### config.mk
export PLATFORM = sky130hd
export DESIGN_NAME = rgen_top
export DESIGN_NICKNAME = d
export VERILOG_FILES = /design/src/rtl/rgen_pkg.sv /design/src/rtl/rgen_regs.sv /design/src/rtl/rgen_scan.sv /design/src/rtl/rgen_pixel.sv /design/src/rtl/rgen_top.sv
export SDC_FILE = /design/constraint.sdc
export NUM_CORES = 1
export LEC_CHECK = 0
export BUFFER_PORTS_ARGS = -buffer_cell sky130_fd_sc_hd__buf_2
export CAP_MARGIN = 20
export CORE_UTILIZATION = 35
export CTS_BUF_LIST = sky130_fd_sc_hd__clkbuf_16
export DETAILED_ROUTE_END_ITERATION = 7
export PLACE_DENSITY = 0.54
export SLEW_MARGIN = 20
export SYNTH_ARGS = -nofsm -noshare
export SYNTH_HDL_FRONTEND = slang
export SYNTH_SLANG_ARGS = --single-unit
### constraint.sdc
create_clock -name clk -period 6.26 [get_ports clk]
set_input_delay 0.313 -clock clk [delete_from_list [all_inputs] [get_ports clk]]
set_output_delay 0.313 -clock clk [all_outputs]
set_load 0.1 [all_outputs]
### src/rtl/rgen_pkg.sv
package rgen_pkg;
   localparam int RGB_W = 24;
   localparam int NBAR  = 8;
   localparam int NIRQ  = 6;

   localparam logic [2:0] MODE_PASS = 3'd1;
   localparam logic [2:0] MODE_BARS = 3'd4;

   // register word addresses
   localparam int A_MODE = 0;
   localparam int A_SIZE = 1;
   localparam int A_HTIM = 2;
   localparam int A_VTIM = 3;
   localparam int A_POL  = 4;
   localparam int A_IST  = 5;
   localparam int A_IMSK = 6;
   localparam int A_BAR  = 8;

   localparam int IRQ_VS   = 0;
   localparam int IRQ_LAST = 1;

   typedef struct packed {
      logic [9:0]  bp;
      logic [10:0] pw;
      logic [10:0] fp;
   } span_t;

   typedef struct packed {
      logic [7:0] r;
      logic [7:0] g;
      logic [7:0] b;
   } rgb_t;
endpackage

### src/rtl/rgen_regs.sv
module rgen_regs
   import rgen_pkg::*;
#(
   parameter int CW = 12,
   parameter int AW = 4
) (
   input  logic                   clk,
   input  logic                   rst_n,
   input  logic                   wr,
   input  logic [AW-1:0]          addr,
   input  logic [31:0]            wdata,
   input  logic                   ev_vs,
   input  logic                   ev_last,
   output logic [2:0]             mode,
   output logic [CW-1:0]          act_w,
   output logic [CW-1:0]          act_h,
   output span_t                  htim,
   output span_t                  vtim,
   output logic [2:0]             pol,
   output rgb_t [NBAR-1:0]        bars,
   output logic [NIRQ-1:0]        status,
   output logic [NIRQ-1:0]        mask,
   output logic [31:0]            rdata
);
   logic [31:0]     size_q;
   logic [NIRQ-1:0] ack;
   logic [NIRQ-1:0] ev;

   assign act_w = size_q[CW-1:0];
   assign act_h = size_q[16 +: CW];

   always_ff @(posedge clk or negedge rst_n) begin
      if (!rst_n) begin
         mode   <= '0;
         size_q <= '0;
         htim   <= '0;
         vtim   <= '0;
         pol    <= '0;
         mask   <= '1;
      end else if (wr) begin
         case (addr)
            AW'(A_MODE): mode   <= wdata[2:0];
            AW'(A_SIZE): size_q <= wdata;
            AW'(A_HTIM): htim   <= wdata;
            AW'(A_VTIM): vtim   <= wdata;
            AW'(A_POL):  pol    <= wdata[2:0];
            AW'(A_IMSK): mask   <= wdata[NIRQ-1:0];
            default: ;
         endcase
      end
   end

   always_ff @(posedge clk or negedge rst_n) begin
      if (!rst_n) begin
         bars <= '0;
      end else begin
         for (int k = 0; k < NBAR; k++) begin
            if (wr && addr == AW'(A_BAR + k)) bars[k] <= wdata[RGB_W-1:0];
         end
      end
   end

   // sticky status, write-one-to-clear, new events win
   assign ack = (wr && addr == AW'(A_IST)) ? wdata[NIRQ-1:0] : '0;
   assign ev  = {{(NIRQ-2){1'b0}}, ev_last, ev_vs};

   always_ff @(posedge clk or negedge rst_n) begin
      if (!rst_n) status <= '0;
      else        status <= (status & ~ack) | ev;
   end

   always_comb begin
      rdata = '0;
      case (addr)
         AW'(A_MODE): rdata = {29'd0, mode};
         AW'(A_SIZE): rdata = size_q;
         AW'(A_HTIM): rdata = htim;
         AW'(A_VTIM): rdata = vtim;
         AW'(A_POL):  rdata = {29'd0, pol};
         AW'(A_IST):  rdata = {{(32-NIRQ){1'b0}}, status};
         AW'(A_IMSK): rdata = {{(32-NIRQ){1'b0}}, mask};
         default: ;
      endcase
      for (int k = 0; k < NBAR; k++) begin
         if (addr == AW'(A_BAR + k)) rdata = {{(32-RGB_W){1'b0}}, bars[k]};
      end
   end

   p_vs_set_r10: assert property (@(posedge clk) disable iff (!rst_n)
      ev_vs |=> status[IRQ_VS]);

   p_sticky_r10: assert property (@(posedge clk) disable iff (!rst_n)
      (status[IRQ_LAST] && !ack[IRQ_LAST]) |=> status[IRQ_LAST]);

   p_ack_r11: assert property (@(posedge clk) disable iff (!rst_n)
      (wr && addr == AW'(A_IST) && wdata[IRQ_VS] && !ev_vs) |=> !status[IRQ_VS]);
endmodule

### src/rtl/rgen_scan.sv
module rgen_scan
   import rgen_pkg::*;
#(
   parameter int CW = 12,
   parameter int TW = CW + 2
) (
   input  logic          clk,
   input  logic          rst_n,
   input  logic          run,
   input  logic [CW-1:0] act_w,
   input  logic [CW-1:0] act_h,
   input  span_t         htim,
   input  span_t         vtim,
   output logic [TW-1:0] hcnt,
   output logic [TW-1:0] vcnt,
   output logic [2:0]    bar_idx,
   output logic          de_raw,
   output logic          hs_act,
   output logic          vs_act,
   output logic          ev_vs_raw,
   output logic          ev_last_raw
);
   logic [TW-1:0] w_e, h_fs, h_fe, h_tot;
   logic [TW-1:0] v_e, v_fs, v_fe, v_tot;
   logic          h_last, v_last;
   logic [CW-4:0] bw;
   logic [CW-1:0] bw_m1, bpos;
   logic [2:0]    bidx;

   assign w_e   = TW'(act_w);
   assign h_fs  = w_e  + TW'(htim.fp);
   assign h_fe  = h_fs + TW'(htim.pw);
   assign h_tot = h_fe + TW'(htim.bp);
   assign v_e   = TW'(act_h);
   assign v_fs  = v_e  + TW'(vtim.fp);
   assign v_fe  = v_fs + TW'(vtim.pw);
   assign v_tot = v_fe + TW'(vtim.bp);

   assign h_last = ({1'b0, hcnt} + (TW+1)'(1)) >= {1'b0, h_tot};
   assign v_last = ({1'b0, vcnt} + (TW+1)'(1)) >= {1'b0, v_tot};

   assign bw    = act_w[CW-1:3];
   assign bw_m1 = {3'b000, bw} - CW'(1);

   always_ff @(posedge clk or negedge rst_n) begin
      if (!rst_n) begin
         hcnt <= '0;
         vcnt <= '0;
         bpos <= '0;
         bidx <= '0;
      end else if (!run) begin
         hcnt <= '0;
         vcnt <= '0;
         bpos <= '0;
         bidx <= '0;
      end else if (h_last) begin
         hcnt <= '0;
         bpos <= '0;
         bidx <= '0;
         vcnt <= v_last ? '0 : vcnt + 1'b1;
      end else begin
         hcnt <= hcnt + 1'b1;
         if (bidx != 3'd7 && bpos == bw_m1) begin
            bidx <= bidx + 1'b1;
            bpos <= '0;
         end else begin
            bpos <= bpos + 1'b1;
         end
      end
   end

   assign bar_idx     = (bw == '0) ? 3'd7 : bidx;
   assign de_raw      = (hcnt < w_e) && (vcnt < v_e);
   assign hs_act      = (hcnt >= h_fs) && (hcnt < h_fe);
   assign vs_act      = (vcnt >= v_fs) && (vcnt < v_fe);
   assign ev_vs_raw   = (hcnt == '0) && (vcnt == v_fs);
   assign ev_last_raw = (w_e != '0) && (v_e != '0) &&
                        (hcnt == w_e - 1'b1) && (vcnt == v_e - 1'b1);

   p_hwrap_r3: assert property (@(posedge clk) disable iff (!rst_n)
      (run && h_last) |=> (hcnt == '0));

   p_vstep_r4: assert property (@(posedge clk) disable iff (!rst_n)
      (run && h_last && !v_last) |=> (vcnt == $past(vcnt) + 1'b1));
endmodule

### src/rtl/rgen_pixel.sv
module rgen_pixel
   import rgen_pkg::*;
(
   input  logic             [2:0] mode,
   input  logic                   de,
   input  logic             [2:0] bar_idx,
   input  rgb_t  [NBAR-1:0]       bars,
   input  logic                   src_valid,
   input  logic [RGB_W-1:0]       src_data,
   output logic [RGB_W-1:0]       rgb
);
   always_comb begin
      rgb = '0;
      if (de) begin
         case (mode)
            MODE_PASS: if (src_valid) rgb = src_data;
            MODE_BARS: rgb = bars[bar_idx];
            default: ;
         endcase
      end
   end
endmodule

### src/rtl/rgen_top.sv
module rgen_top
   import rgen_pkg::*;
#(
   parameter  int CW = 12,
   parameter  int AW = 4,
   localparam int TW = CW + 2
) (
   input  logic             clk,
   input  logic             rst_n,
   input  logic             reg_wr,
   input  logic [AW-1:0]    reg_addr,
   input  logic [31:0]      reg_wdata,
   output logic [31:0]      reg_rdata,
   input  logic             src_valid,
   input  logic [RGB_W-1:0] src_data,
   output logic             hsync,
   output logic             vsync,
   output logic             csync,
   output logic             de,
   output logic [RGB_W-1:0] rgb,
   output logic [TW-1:0]    pix_x,
   output logic [TW-1:0]    pix_y,
   output logic             irq
);
   if (CW < 11 || CW > 16) begin : g_bad_cw
      $error("rgen_top: CW must lie in 11..16");
   end
   if (AW < 4) begin : g_bad_aw
      $error("rgen_top: AW must be at least 4 to reach the bar words");
   end

   logic [2:0]        mode, pol, bar_idx;
   logic [CW-1:0]     act_w, act_h;
   span_t             htim, vtim;
   rgb_t [NBAR-1:0]   bars;
   logic [NIRQ-1:0]   status, mask;
   logic              run, de_raw, hs_act, vs_act, ev_vs_raw, ev_last_raw;
   logic [TW-1:0]     hcnt, vcnt;

   assign run = (mode == MODE_PASS) || (mode == MODE_BARS);

   rgen_regs #(.CW(CW), .AW(AW)) u_regs (
      .clk(clk), .rst_n(rst_n), .wr(reg_wr), .addr(reg_addr), .wdata(reg_wdata),
      .ev_vs(run && ev_vs_raw), .ev_last(run && ev_last_raw),
      .mode(mode), .act_w(act_w), .act_h(act_h), .htim(htim), .vtim(vtim),
      .pol(pol), .bars(bars), .status(status), .mask(mask), .rdata(reg_rdata)
   );

   rgen_scan #(.CW(CW), .TW(TW)) u_scan (
      .clk(clk), .rst_n(rst_n), .run(run), .act_w(act_w), .act_h(act_h),
      .htim(htim), .vtim(vtim), .hcnt(hcnt), .vcnt(vcnt), .bar_idx(bar_idx),
      .de_raw(de_raw), .hs_act(hs_act), .vs_act(vs_act),
      .ev_vs_raw(ev_vs_raw), .ev_last_raw(ev_last_raw)
   );

   assign de    = run && de_raw;
   assign hsync = (run && hs_act) ^ pol[0];
   assign vsync = (run && vs_act) ^ pol[1];
   assign csync = (run && (hs_act || vs_act)) ^ pol[2];
   assign pix_x = hcnt;
   assign pix_y = vcnt;
   assign irq   = |(status & ~mask);

   rgen_pixel u_pixel (
      .mode(mode), .de(de), .bar_idx(bar_idx), .bars(bars),
      .src_valid(src_valid), .src_data(src_data), .rgb(rgb)
   );

   p_blank_r6: assert property (@(posedge clk) disable iff (!rst_n)
      !de |-> (rgb == '0));

   p_off_r2: assert property (@(posedge clk) disable iff (!rst_n)
      !run |=> (pix_x == '0 && pix_y == '0));

   p_mask_r12: assert property (@(posedge clk) disable iff (!rst_n)
      (&mask) |-> !irq);
endmodule

==> results.ini, run 1 <==
[status]
status = finished clean

[worst_setup_path]
cp.required_ns = 5.95
cp.arrival_ns = 5.64
cp_max_fo = 4
cp-start-kind = flip-flop
worst-setup-path-type = reg2out
setup.worst_path.end_class = primary output

[cells_and_area]
fin_nets = 2897
utilization = 0.404
area_growth_pct = 14.2
layout_common_cells = 341 x dfrtp_1, 303 x mux2_2, 226 x nand2_1
instances_no_fill = 3606
fin_area_um2 = 27700
final_common_cell = dfrtp_1
drive_gt1_frac = 0.237

[place]
place_area_um2 = 26200
dp_slack_ns = 0.110
dp.cells = 3522
gp_congestion = 0.894
dp_hpwl_um = 61700
io_buffers = 152

[timing]
whs_ns = 0.0334
fin_crit_ns = 5.95
finalHoldViolations = 0
tns_ns = 0
worstMarginPinSlew_ns = 1.14
fmax_mhz = 168
setup_ws_ns = 0.311
slew-limit-headroom = 0.243
timing.final.max_slew_violations = 0
fin_crit_sh = 0.950
setup_viol = 0
fin_skew_ns = 0.0567

[logic_synthesis]
yosys.area.top_type = dfrtp_1
yosys_warnings = 0
ys_types = 75
synthCells = 2544
synthTopCellsByArea = dfrtp_1 35%, mux2_2 14%, ha_1 9.5%, nand2_1 3.5%, nand3_1 3.2%
synthArstFlopShare = 1.00
syn_area_um2 = 24300
synth-main-ff-cell = dfrtp_1
ys_seq_area_frac = 0.360
netlist.area_leader.share = 0.353
synth_edf_count = 0
synth.net_count = 2799
yosys_register_bits = 349
synth_area_per_cell_um2 = 9.55

[power_and_ir_drop]
p_int_mw = 7.13
combinationalPowerShare = 0.557
switching_power_mw = 5.81
total_power_mw = 12.9
p_seq_frac = 0.252
max-vdd-ir-drop_mv = 0.233
power.share.clock = 0.191
switching_share = 0.449
p_per_area_nw_per_um2 = 466
p_leak_nw = 12.7

[clock_tree]
cts_sinks = 349
root_buffer = clkbuf_16
clk_path_buf_depth = 3
clk_latency_ns = 0.62
cts_made_buffers = 42
path_clk_slew_ns = 0.06
cts_tree = done
htree_levels = 2

[floorplanning]
rows = 96
core-area_um2 = 68600
start_util = 0.354
io_pins = 153
fp.dieH_um = 265
dieWidth_um = 265
die_area_um2 = 70500

[routing]
drtIter0Drc = 1728
drtAntennaViolNets = 0
drcViolationCount = 0
m1WireLength_um = 38100
via_per_inst = 5.67
wl_met3_um = 3970
dr.pass1.iters = 7
vias = 20400
wirelength_um = 85400
wl_per_cell_um = 23.7
topRoutingLayerUsed = met5
met2_length_um = 40400

[global_routing]
grt_pass1_vias = 20500
antenna_found_initial = 7
track_usage = 0.241
grt_max_degree = 151
grt_pass1_wl_um = 130000
overflow = 0

[hold_path]
hp-class = in2reg

[job]
drv_cap = 0

==> flip-flops by register name (all words and copies together), names as in the netlist <==
| signal | count |
|---|---|
| u_regs.bars | 192 |
| u_regs.htim | 32 |
| u_regs.size_q | 32 |
| u_regs.vtim | 32 |
| u_scan.hcnt | 14 |
| u_scan.vcnt | 14 |
| u_scan.bpos | 12 |
| u_regs.mask | 6 |
| u_regs.status | 6 |
| u_regs.mode | 3 |
| u_regs.pol | 3 |
| u_scan.bidx | 3 |
==> power groups by stage <==
| stage | clock [mW] | combinational, mW | sequential, mW |
|---|---|---|---|
| floorplan | 0 | 5.35 | 3.09 |
| global placement | 0 | 6.87 | 3.27 |
| detailed placement | 0 | 7.03 | 3.29 |
| CTS | 2.51 | 7.10 | 3.26 |
| global route | 2.61 | 8.07 | 3.32 |
| finish | 2.47 | 7.21 | 3.27 |
==> critical path: stages (launching register included) <==
cell       delay [ns]
dfrtp_1          0.39
ha_1             0.23
fa_2             0.38
a211oi_1         0.24
nor2_1           0.10
o22ai_2          0.17
nor2b_1          0.07
o21a_1           0.17
nor3_1           0.17
nor2_1           0.12
ha_1             0.35
nand2_1          0.07
o21a_1           0.18
a31o_2           0.26
or3_1            0.36
ha_1             0.31
and4_1           0.25
a2111oi_2        0.35
nand2_1          0.11
a21oi_2          0.16
a32oi_2          0.10
xnor2_2          0.26
buf_12           0.21
==> per-layer routing <==
layer | global-route usage | vias to the layer above
li1 | - | 9495
met3 | 0.0291 | 144
met2 | 0.404 | 594
met4 | 0.0801 | 2
met1 | 0.321 | 10200
met5 | 0 | -
==> layout make-up <==
cell class                 count  area (um2)
antenna                        2        5.00
fill                        6835       40900
tap                          931        1160
clock inverter                33         334
timing repair buffer         216        1320
clock buffer                  42        1050
multi-input combinational   1926       14700
sequential                   349        8740
inverter                     107         402
==> cells by family (layout without fill, tap and decap cells) <==
kind of cell,count (synthesis),in the layout,synth area share
adder cells (fa/ha/maj),191,191,0.100
multiplexers,314,314,0.146
buffers and inverters,269,398,0.0431
XOR/XNOR,131,131,0.0475
flip-flops,349,349,0.360
AND/OR/NAND/NOR,719,719,0.145
other,0,2,0
AO/OA/AOI/OAI,571,571,0.159
==> Yosys cell counts (6+ instances only) <==
cell	count
dfrtp_1	343
nor3b_1	6
a22oi_1	48
a222oi_1	19
a21o_1	32
a2bb2oi_1	27
nand3b_1	8
and3_1	18
nor2b_1	85
nor2_1	85
a211o_1	8
o21a_1	26
dfstp_2	6
o311ai_0	6
nand2_1	228
a31oi_1	31
xor2_1	49
nand2b_1	15
o211ai_1	16
nor4_1	7
mux2i_1	10
buf_2	27
nand3_1	154
and2_1	9
xnor2_1	81
o21ai_0	102
a211oi_1	60
a21oi_1	116
a32o_1	6
o22ai_1	10
inv_1	107
buf_1	14
or3_1	10
mux2_2	303
fa_1	6
nand4_1	14
ha_1	185
nor3_1	59
clkbuf_1	120
==> repair_timing <==
item                                    4_1_cts  5_1_grt
pin swaps                                     0        4
resized for setup                             4       29
hold buffers                                  5        0
buffers inserted                              0        2
endpoints found under the setup margin        2       29
endpoints found under the hold margin       106        0
==> path summary, 6_finish.rpt <==
check | startpoint | end | slack, ns | cells past startpoint
setup reg to reg | u_regs.vtim[0] | u_scan.vcnt[2] | 0.38 | 30
max in group asynchronous | rst_n | u_regs.bars[132] | 4.48 | 3
min in group asynchronous | rst_n | u_scan.hcnt[12] | 0.31 | 2
hold reg to reg | u_regs.size_q[31] | u_regs.size_q[31] | 0.50 | 1
setup / recovery | u_regs.vtim[0] | csync | 0.31 | 22
hold / removal | reg_wdata[25] | u_regs.size_q[25] | 0.03 | 2
Note: power is estimated with default switching activity, not from simulation.
==> inputs of run 2 (changes only) <==
- PLACE_DENSITY: 0.54 -> 0.56
==> run 2 against run 1 <==
Sequential cell count unchanged. Global-route usage down 0.24 points. Final cell count up 0.11%. First-iteration DRC count down 10%.
==> results.ini, run 2 (synthesized netlist as in run 1, its figures left out) <==
[routing]
vias = 20600  ; was 20400
via_per_inst = 5.70  ; was 5.67
drtAntennaViolNets = 0  ; unchanged
drtIter0Drc = 1547  ; was 1728
wirelength_um = 84200  ; was 85400 um
drcViolationCount = 0  ; unchanged
wl_per_cell_um = 23.3  ; was 23.7 um
dr.pass1.iters = 6  ; was 7

[worst_setup_path]
path_depth = 22  ; unchanged
reg2reg_to = u_scan.vcnt[10]  ; was u_scan.vcnt[2]
path_cells = ha_1 -> fa_2 -> a211oi_1 -> nor2_1 -> o22ai_2 -> nor2b_1 -> o21a_1 -> nor3_2 -> nor2_1 -> ha_1 -> nand2_1 -> o21a_1 -> a31o_2 -> or3_1 -> ha_1 -> and4_1 -> a2111oi_0 -> nand2_1 -> a21oi_1 -> nand2_1 -> xnor2_2 -> buf_8  ; was ha_1 -> fa_2 -> a211oi_1 -> nor2_1 -> o22ai_2 -> nor2b_1 -> o21a_1 -> nor3_1 -> nor2_1 -> ha_1 -> nand2_1 -> o21a_1 -> a31o_2 -> or3_1 -> ha_1 -> and4_1 -> a2111oi_2 -> nand2_1 -> a21oi_2 -> a32oi_2 -> xnor2_2 -> buf_12
cp.arrival_ns = 5.71  ; was 5.64 ns
path_delay_family = compound AO/OA/AOI/OAI gates  ; unchanged
worstSetupEndpoint = vsync  ; was csync
cp-start-kind = flip-flop  ; unchanged
crit_buf_inv = 1  ; unchanged
critPathSlowestCell = dfrtp_1  ; unchanged
worst-setup-path-type = reg2out  ; unchanged
cpPeakStageDelay_ns = 0.39  ; about the same
cp_max_fo = 4  ; unchanged
worst_setup_path_startpoint = u_regs.size_q[16]  ; was u_regs.vtim[0]
r2r_cells = 30  ; unchanged
setup.worst_path.end_class = primary output  ; unchanged
rrSetupSlack_ns = 0.34  ; was 0.38 ns
regToRegStartpoint = u_regs.size_q[16]  ; was u_regs.vtim[0]
cp.required_ns = 5.95  ; about the same

[global_routing]
grt_pass1_wl_um = 129000  ; was 130000 um
track_usage = 0.239  ; was 0.241
gr-usage-met1 = 0.312  ; was 0.321
antenna_found_initial = 3  ; was 7
grt_max_degree = 139  ; was 151
overflow = 0  ; unchanged
use_met2 = 0.405  ; was 0.404
grt_pass1_vias = 20900  ; was 20500
top_usage_layer = met2  ; unchanged
met3_usage = 0.0244  ; was 0.0291

[place]
gp_congestion = 0.931  ; was 0.894
dp_hpwl_um = 61900  ; was 61700 um
dp.cells = 3520  ; was 3522
io_buffers = 152  ; unchanged
place_area_um2 = 26100  ; was 26200 um2

[timing]
tns_ns = 0  ; unchanged
fin_skew_ns = 0.0379  ; was 0.0567 ns
fmax_mhz = 166  ; was 168 MHz
finalHoldViolations = 0  ; unchanged
setup_viol = 0  ; unchanged
slew-limit-headroom = 0.314  ; was 0.243
timing.final.max_slew_violations = 0  ; unchanged
fin_crit_sh = 0.962  ; was 0.950
worstMarginPinSlew_ns = 1.03  ; was 1.14 ns
whs_ns = 0.105  ; was 0.0334 ns
fin_crit_ns = 6.02  ; was 5.95 ns

[power_and_ir_drop]
max-vdd-ir-drop_mv = 0.280  ; was 0.233 mV
p_per_area_nw_per_um2 = 460  ; was 466 nW/um2
total_power_mw = 12.7  ; was 12.9 mW
p_leak_nw = 12.7  ; about the same

[cells_and_area]
final_common_cell = dfrtp_1  ; unchanged
fin_nets = 2901  ; was 2897
drive_gt1_frac = 0.235  ; was 0.237
largest_register_ffs = 192  ; unchanged
area_growth_pct = 13.9  ; was 14.2%
fin_area_um2 = 27700  ; about the same
regMostFlops = u_regs.bars  ; unchanged
instances_no_fill = 3610  ; was 3606
layout_common_cells = 341 x dfrtp_1, 303 x mux2_2, 228 x nand2_1  ; was 341 x dfrtp_1, 303 x mux2_2, 226 x nand2_1

[clock_tree]
cts_made_buffers = 42  ; unchanged
path_clk_slew_ns = 0.06  ; about the same
cts_tree = done  ; unchanged
clk_path_buf_depth = 3  ; unchanged
root_buffer = clkbuf_16  ; unchanged
htree_levels = 2  ; unchanged
cts_sinks = 349  ; unchanged
clk_latency_ns = 0.60  ; was 0.62 ns

[job]
drv_cap = 0  ; unchanged

[floorplanning]
io_pins = 153  ; unchanged
fp.dieH_um = 265  ; unchanged
die_area_um2 = 70500  ; unchanged
core-area_um2 = 68600  ; unchanged
dieWidth_um = 265  ; unchanged
start_util = 0.354  ; unchanged
rows = 96  ; unchanged

[hold_path]
hp-class = in2reg  ; unchanged
min_path_cells = 3  ; was 2

[status]
status = finished clean  ; unchanged

[run 2: repair_timing]
item / 4_1_cts / 5_1_grt
resized for setup: 4 / 33
hold buffers: 9 / 0
buffers inserted: 0 / 3
pin swaps: 0 / 9
setup endpoints to repair: 2 / 29
hold endpoints to repair: 86 / 0
[run 2: worst register-to-register path: cells and delay by family (launching register included)]
| kind | cells | cell delay (ns) |
|---|---|---|
| buf+inv | 1 | 0.18 |
| flops | 1 | 0.39 |
| xor+xnor | 2 | 0.27 |
| compound gates | 15 | 2.59 |
| fa+ha+maj | 5 | 1.59 |
| simple gates | 7 | 0.82 |
[run 2: report_power, final]
part           internal (mW)  switching, mW  total [mW]  leakage (nW)
clock network           1.23           1.04        2.27         0.658
logic                   3.00           4.20        7.20          7.71
registers               2.74          0.535        3.27          4.34
total                   6.97           5.77        12.7          12.7
[run 2: metal layers]
| layer | vias up | share of wire |
|---|---|---|
| met5 | - | 0 |
| met4 | 0 | 0.037 |
| met3 | 144 | 0.051 |
| met2 | 638 | 0.48 |
| met1 | 10300 | 0.43 |
| li1 | 9489 | - |
[run 2: per-stage QoR]
step           setup WS (ns)  utilization
2_1_floorplan         0.0473            -
3_3_place_gp           0.301        0.381
3_5_place_dp          0.0995        0.381
4_1_cts               0.0350        0.401
5_1_grt              -0.0302        0.403
6_report               0.236        0.404
[run 2: worst min path at each step]
stage                       from               to  slack [ns]
floorplan                  rst_n   u_regs.bars[0]        0.02
global placement           rst_n  u_scan.bpos[11]        0.34
detailed placement         rst_n  u_scan.hcnt[11]        0.34
CTS                 reg_wdata[5]   u_regs.mask[5]        0.08
global route        reg_wdata[5]   u_regs.mask[5]        0.13
finish              reg_wdata[5]   u_regs.mask[5]        0.10
[run 2: final cells by class]
class | count | area (um2)
sequential | 349 | 8740
inverter | 107 | 402
timing repair buffer | 220 | 1360
multi-input combinational | 1926 | 14700
fill | 6730 | 40900
clock inverter | 33 | 219
tap | 931 | 1160
clock buffer | 42 | 1050
antenna | 2 | 5.00
